==> src/rtl/relcmp_pkg.sv <==
package relcmp_pkg;

    typedef enum logic {
        CMP_UNSIGNED = 1'b0,
        CMP_SIGNED   = 1'b1
    } cmp_mode_e;

    typedef struct packed {
        logic eq;
        logic ne;
        logic lt;
        logic le;
        logic gt;
        logic ge;
        logic neg;
        logic nonneg;
    } rel_flags_t;

    localparam rel_flags_t REL_FLAGS_CLEAR = '0;

    function automatic int unsigned min_w(input int unsigned x, input int unsigned y);
        return (x < y) ? x : y;
    endfunction

    // one stage of a ripple-borrow subtracter
    function automatic logic fs_diff(input logic x, input logic y, input logic bi);
        return x ^ y ^ bi;
    endfunction

    function automatic logic fs_borrow(input logic x, input logic y, input logic bi);
        return (~x & y) | (~x & bi) | (y & bi);
    endfunction

endpackage

==> src/rtl/relcmp_eq.sv <==
module relcmp_eq #(
    parameter int unsigned W = 8
) (
    input  logic [W-1:0] x,
    input  logic [W-1:0] y,
    output logic         match
);
    logic [W-1:0] bit_same;

    for (genvar i = 0; i < W; i++) begin : g_xnor
        assign bit_same[i] = ~(x[i] ^ y[i]);
    end

    assign match = &bit_same;
endmodule

==> src/rtl/relcmp_lt_core.sv <==
module relcmp_lt_core
    import relcmp_pkg::*;
#(
    parameter int unsigned W = 8
) (
    input  logic [W-1:0] x,
    input  logic [W-1:0] y,
    input  logic         sign_ext,
    output logic         less
);
    localparam int unsigned XW = W + 1;

    logic [XW-1:0] xe;
    logic [XW-1:0] ye;
    logic [XW:0]   borrow;

    assign xe = {sign_ext & x[W-1], x};
    assign ye = {sign_ext & y[W-1], y};
    assign borrow[0] = 1'b0;

    // borrow chain; only the top difference bit is kept
    for (genvar i = 0; i < XW; i++) begin : g_stage
        assign borrow[i+1] = fs_borrow(xe[i], ye[i], borrow[i]);
    end

    assign less = fs_diff(xe[XW-1], ye[XW-1], borrow[XW-1]);
endmodule

==> src/rtl/relcmp_unit.sv <==
module relcmp_unit
    import relcmp_pkg::*;
#(
    parameter int unsigned WA = 8,
    parameter int unsigned WB = 8
) (
    input  logic          clk,
    input  logic          rst,
    input  logic          signed_mode,
    input  logic [WA-1:0] a,
    input  logic [WB-1:0] b,
    output logic          eq,
    output logic          ne,
    output logic          lt,
    output logic          le,
    output logic          gt,
    output logic          ge,
    output logic          neg,
    output logic          nonneg
);
    localparam int unsigned CW   = min_w(WA, WB);
    localparam bit          SAME = (WA == WB);

    cmp_mode_e  mode;
    logic [CW-1:0] a_top;
    logic [CW-1:0] b_top;
    logic       use_ext;
    logic       top_match;
    logic       lt_ab;
    logic       lt_ba;
    logic       eq_c;
    logic       lt_c;
    logic       gt_c;
    rel_flags_t nxt;
    rel_flags_t q;

    assign mode    = cmp_mode_e'(signed_mode);
    assign a_top   = a[WA-1 -: CW];
    assign b_top   = b[WB-1 -: CW];
    assign use_ext = SAME && (mode == CMP_SIGNED);

    relcmp_eq #(.W(CW)) u_eq (
        .x     (a_top),
        .y     (b_top),
        .match (top_match)
    );

    relcmp_lt_core #(.W(CW)) u_lt_ab (
        .x        (a_top),
        .y        (b_top),
        .sign_ext (use_ext),
        .less     (lt_ab)
    );

    relcmp_lt_core #(.W(CW)) u_lt_ba (
        .x        (b_top),
        .y        (a_top),
        .sign_ext (use_ext),
        .less     (lt_ba)
    );

    if (SAME) begin : g_same
        assign eq_c = top_match;
        assign lt_c = lt_ab;
        assign gt_c = lt_ba;
    end else if (WA < WB) begin : g_a_short
        assign eq_c = 1'b0;
        assign lt_c = lt_ab | top_match;
        assign gt_c = lt_ba;
    end else begin : g_b_short
        assign eq_c = 1'b0;
        assign lt_c = lt_ab;
        assign gt_c = lt_ba | top_match;
    end

    always_comb begin
        nxt        = REL_FLAGS_CLEAR;
        nxt.eq     = eq_c;
        nxt.ne     = ~eq_c;
        nxt.lt     = lt_c;
        nxt.ge     = ~lt_c;
        nxt.gt     = gt_c;
        nxt.le     = ~gt_c;
        nxt.neg    = (mode == CMP_SIGNED) &  a[WA-1];
        nxt.nonneg = (mode == CMP_SIGNED) & ~a[WA-1];
    end

    always_ff @(posedge clk) begin
        if (rst) q <= REL_FLAGS_CLEAR;
        else     q <= nxt;
    end

    assign eq     = q.eq;
    assign ne     = q.ne;
    assign lt     = q.lt;
    assign le     = q.le;
    assign gt     = q.gt;
    assign ge     = q.ge;
    assign neg    = q.neg;
    assign nonneg = q.nonneg;
endmodule

==> config.mk <==
export PLATFORM = sky130hd
export DESIGN_NAME = relcmp_unit
export DESIGN_NICKNAME = d
export VERILOG_FILES = /design/src/rtl/relcmp_pkg.sv /design/src/rtl/relcmp_eq.sv /design/src/rtl/relcmp_lt_core.sv /design/src/rtl/relcmp_unit.sv
export SDC_FILE = /design/constraint.sdc
export NUM_CORES = 1
export LEC_CHECK = 0
export ABC_AREA = 0
export BUFFER_PORTS_ARGS = -buffer_cell sky130_fd_sc_hd__buf_2
export CAP_MARGIN = 40
export CORE_ASPECT_RATIO = 1.1
export CORE_MARGIN = 10
export CORE_UTILIZATION = 47
export DETAILED_ROUTE_END_ITERATION = 6
export GPL_TIMING_DRIVEN = 0
export MAX_ROUTING_LAYER = met4
export PLACE_DENSITY = 0.86
export SLEW_MARGIN = 20
export SYNTH_ARGS = -nofsm -noshare
export SYNTH_HDL_FRONTEND = slang
export SYNTH_SLANG_ARGS = --single-unit
export TNS_END_PERCENT = 10
==> constraint.sdc <==
create_clock -name clk -period 3.5 [get_ports clk]
set_input_delay 1.05 -clock clk [delete_from_list [all_inputs] [get_ports clk]]
set_output_delay 1.05 -clock clk [all_outputs]
set_load 0.02 [all_outputs]
# After elaboration in Yosys (flattened, before gate mapping)
# Index checks and enable logic that the tools add are counted.
[totals]
reg_bits = 8
inputBits = 19
output_inout_bits = 8
wordCells = 122
[classes]
bitwise = 113
n_reduce_logical = 1
[ops]
columns = ["op", "count"]
rows = [
  ["1-bit bitwise AND", 47],
  ["1-bit bitwise OR", 28],
  ["1-bit NOT", 27],
  ["1-bit bitwise XOR", 11],
  ["8-bit AND reduction", 1],
]

# Longest topological paths before layout
[logic_depth]
word_depth = 25
depth_mapped = 8
depth_no_buf = 8

# By module
# Synthesis repeated with hierarchy kept, for this count alone.
[unflattened]
cells_unflattened = 75
hier_area_um2 = 616.8
[by_module_without_submodules]
columns = ["mod", "n_inst", "cells_per_inst", "area_per_inst_um2", "seq_area_each_um2"]
rows = [
  ["relcmp_lt_core", 2, 24, 157.7, 0.0],
  ["relcmp_unit", 1, 16, 215.2, 160.2],
  ["relcmp_eq", 1, 11, 86.3, 0.0],
]

# Least setup slack after synthesis
# No wires, ideal clock.
[synth_path]
path_kind = "input to register"
from = "in a[1]"
to = "reg q, in the netlist ge"
setup_time_ns = 0.114
arrival_time_ns = 2.189
required_ns = 3.386
setup_slack_ns = 1.196
stages = 7
n_path_buf = 0
cell_sequence = "inv_1 > ha_1 > a2111o_1 > a31oi_1 > or4b_1 > o211ai_2 > and2b_1"
[synth_via]
elab_chain_cells = 24
elab_cells_between_ends = 31
classes_between = "31 x bitwise"
[synth_rtl]
columns = ["item", "line_no", "rtl"]
rows = [
  ["start: declaration", "relcmp_unit.sv:10", "input logic [WA-1:0] a,"],
  ["1-bit NOT *", "relcmp_pkg.sv:31", "return (~x & y) | (~x & bi) | (y & bi);"],
  ["1-bit bitwise AND", "relcmp_pkg.sv:31", ""],
  ["1-bit bitwise OR * (2 in series)", "relcmp_pkg.sv:31", ""],
  ["1-bit bitwise AND", "relcmp_pkg.sv:31", ""],
  ["1-bit bitwise OR", "relcmp_pkg.sv:31", ""],
  ["1-bit bitwise OR *", "relcmp_pkg.sv:31", ""],
  ["1-bit bitwise AND", "relcmp_pkg.sv:31", ""],
  ["1-bit bitwise OR", "relcmp_pkg.sv:31", ""],
  ["[7 not listed]", "-", ""],
  ["1-bit bitwise AND", "relcmp_pkg.sv:31", ""],
  ["1-bit bitwise OR", "relcmp_pkg.sv:31", ""],
  ["1-bit bitwise OR *", "relcmp_pkg.sv:31", ""],
  ["1-bit bitwise AND", "relcmp_pkg.sv:31", ""],
  ["1-bit bitwise OR", "relcmp_pkg.sv:31", ""],
  ["1-bit bitwise OR *", "relcmp_pkg.sv:31", ""],
  ["1-bit bitwise XOR *", "relcmp_pkg.sv:27", "return x ^ y ^ bi;"],
  ["1-bit NOT *", "relcmp_unit.sv:81", "nxt.ge = ~lt_c;"],
  ["end signal: assignment", "relcmp_unit.sv:90", "else q <= nxt;"],
  ["end: declaration", "relcmp_unit.sv:35", "rel_flags_t q;"],
]
# Every way passes the cells marked *; elsewhere a longest branch is shown, timed or not.
# A chain may end at the register's enable or synchronous reset.

# Final worst setup path
[layout_path]
from = "in b[7]"
to = "reg q, in the netlist le"
[layout_via]
elab_chain_cells = 6
elab_cells_between_ends = 9
classes_between = "9 x bitwise"
[layout_rtl]
columns = ["item", "line_no", "rtl"]
rows = [
  ["start: declaration", "relcmp_unit.sv:11", "input logic [WB-1:0] b,"],
  ["1-bit NOT", "relcmp_pkg.sv:31", ""],
  ["1-bit bitwise AND", "relcmp_pkg.sv:31", ""],
  ["1-bit bitwise OR (2 in series)", "relcmp_pkg.sv:31", ""],
  ["1-bit bitwise XOR *", "relcmp_pkg.sv:27", ""],
  ["1-bit NOT *", "relcmp_unit.sv:83", "nxt.le = ~gt_c;"],
]
# Marked as above.

==> flow_summary.toml <==
[place]
pre_cts_ws_ns = 0.910
placement.io_buffers = 25
place_congestion = 0.797
hpwlAfterDp_mm = 1.80

[route]
num_vias = 878
post_drt_via_cell_ratio = 5.78
drt_first_iter_violations = 18
routed_wl_mm = 2.07
drc = 0
dr.pass1.iters = 4
wl_per_cell_um = 13.6
ant_nets = 0

[layout]
final_util_pct = 61.7
finalNetCount = 172
drive_above_1_share_pct = 23.0
num_antenna_cells = 0
syn2layout_area_growth_pct = 20.1

[worst_setup_path]
crit_path_start_kind = "input port"
crit_required_ns = 3.63
cp.arrival_ns = 2.53
worst_setup_path_end_kind = "flip-flop"
path_class = "in2reg"
crit_fanout = 9

[yosys]
synth-edff-count = 0
seq_area_frac_synth_pct = 19.1
yosys_warnings = 0
syn_area_um2 = 838
synth_ff_type = "dfxtp_1"
ys_top_cells_by_count = "inv_1, ha_1, dfxtp_1"
synthCells = 107
netlist-cell-type-count = 30
synthTopCellsByArea = "ha_1, dfxtp_1, inv_1"
syn_area_per_cell_um2 = 7.83
synth.top_cell.area_share_pct = 23.9
syn_nets = 142
yosysTopAreaCell = "ha_1"
yosysMostFrequentCell = "inv_1"
async_flop_share_pct = 0
ys_seq_elements = 8

[cts]
ctsHtreeMaxLevel = 1
clkSinkCount = 8
clk_path_buf_depth = 2
clk_pin_slew_ns = 0.05
clock-root-buffer = "clkbuf_4"
post_cts_resized = 0
post-cts-setup-buffers = 0
tritoncts = "built"
cts_hold_buffers = 0
cts_made_buffers = 3

[floorplan]
io-pin-count = 27
die-width_um = 60.3
die_h_um = 64.3
dieArea_mm2 = 0.00387
fp.coreArea_mm2 = 0.00163
start_util_pct = 51.3
std_cell_rows = 15

[sta]
final_max_slew_viol_count = 0
relSlewSlack_pct = 74.4
setup_ws_ns = 1.10
tns_ns = 0
timing.final.crit_period_ns = 2.40
max_freq_mhz = 417
finalHoldViolCount = 0
finalSetupViolCount = 0
rsz0062_at_grt = "false"
post-route-period-util_pct = 68.5
tightestPinTransition_ns = 0.384

[worst_hold_path]
hold_path_depth = 2
min_path_type = "in2reg"

[power]
peakVddDrop_mv = 0.171
power.density_mw_per_mm2 = 265
p_total_uw = 267
power_leakage_uw = 0.000535

[grt]
grt_util_met1_pct = 11.4
grt_usage_pct = 11.2
grt.met3_usage_pct = 3.56
grt-ovfl-total = 0
grt_pass1_vias = 875
antenna_found_initial = 0
grt_pass1_wl_mm = 3.50
grt_max_degree = 11
use_met2_pct = 18.8
busiest_layer = "met2"

[run_status]
status = "finished, final reports clean"

[run]
drv_cap = 0
critical path, cell delays in order:
cell	delay, ns
buf_2	0.09
clkbuf_1	0.31
inv_1	0.13
ha_1	0.24
nand2_1	0.07
o31ai_1	0.07
a32oi_1	0.17
o21ai_0	0.18
o21ba_1	0.21
sequential cells by signal, indices dropped and copies added (netlist names):
signal  flops
ge          1
lt          1
neg         1
le          1
ne          1
eq          1
nonneg      1
gt          1
path summary, 6_finish.rpt:
check / start / slack (ns) / endpoint
max: b[7] / 1.10 / le$_SDFF_PP0_
min: rst / 1.07 / ne$_SDFF_PP0_
layout make-up:
cell class	count	area [µm²]
clock buffer	3	22.5
tap	17	21.3
buffer	2	7.51
timing repair buffer	25	125
sequential	8	160
multi-input combinational	77	596
fill	154	626
inverter	20	75.1
cells in the final DEF, fill, tap and decap left out, drive strengths merged, types with 5 or more instances in the layout:
cell type and instances:
a21oi 5, buf 25, clkbuf 5, dfxtp 8, ha 16, inv 20
nand2 5, nand4 5, nor2 6, nor2b 5, o21ai 5
per-stage QoR:
step | cells | instance area, µm² | hold WS [ns]
floorplan | 107 | 838 | 1.12
global placement | 149 | 985 | 1.31
detailed placement | 149 | 985 | 1.32
CTS | 152 | 1010 | 1.06
global route | 152 | 1010 | 1.07
finish | 152 | 1010 | 1.07
per-layer routing:
metal  wire length, µm  part of all wire (%)
met2              1060                    51
met3               107                   5.2
met5                 0                     0
met4                76                   3.7
met1               825                    40
kinds of logic (layout without fill, tap and decap cells):
logic type / Yosys count / count (layout) / synth area share (%)
DFF: 8 / 8 / 19.1
and+or+nand+nor: 34 / 34 / 22.7
AOI/OAI and AO/OA: 26 / 26 / 23.4
xor gates and xnor gates: 1 / 1 / 1.04
buffers and inverters: 22 / 50 / 9.85
adders and majority gates: 16 / 16 / 23.9
report_power, final:
part	internal (µW)	switching (µW)	leakage, µW	total (µW)
clock network	38.9	26.2	0.0000138	65.1
registers	98.1	1.16	0.0000663	99.3
logic	41.9	61.0	0.000455	103
total	179	88.3	0.000535	267
No activity file was read; power rests on OpenSTA's default activity.
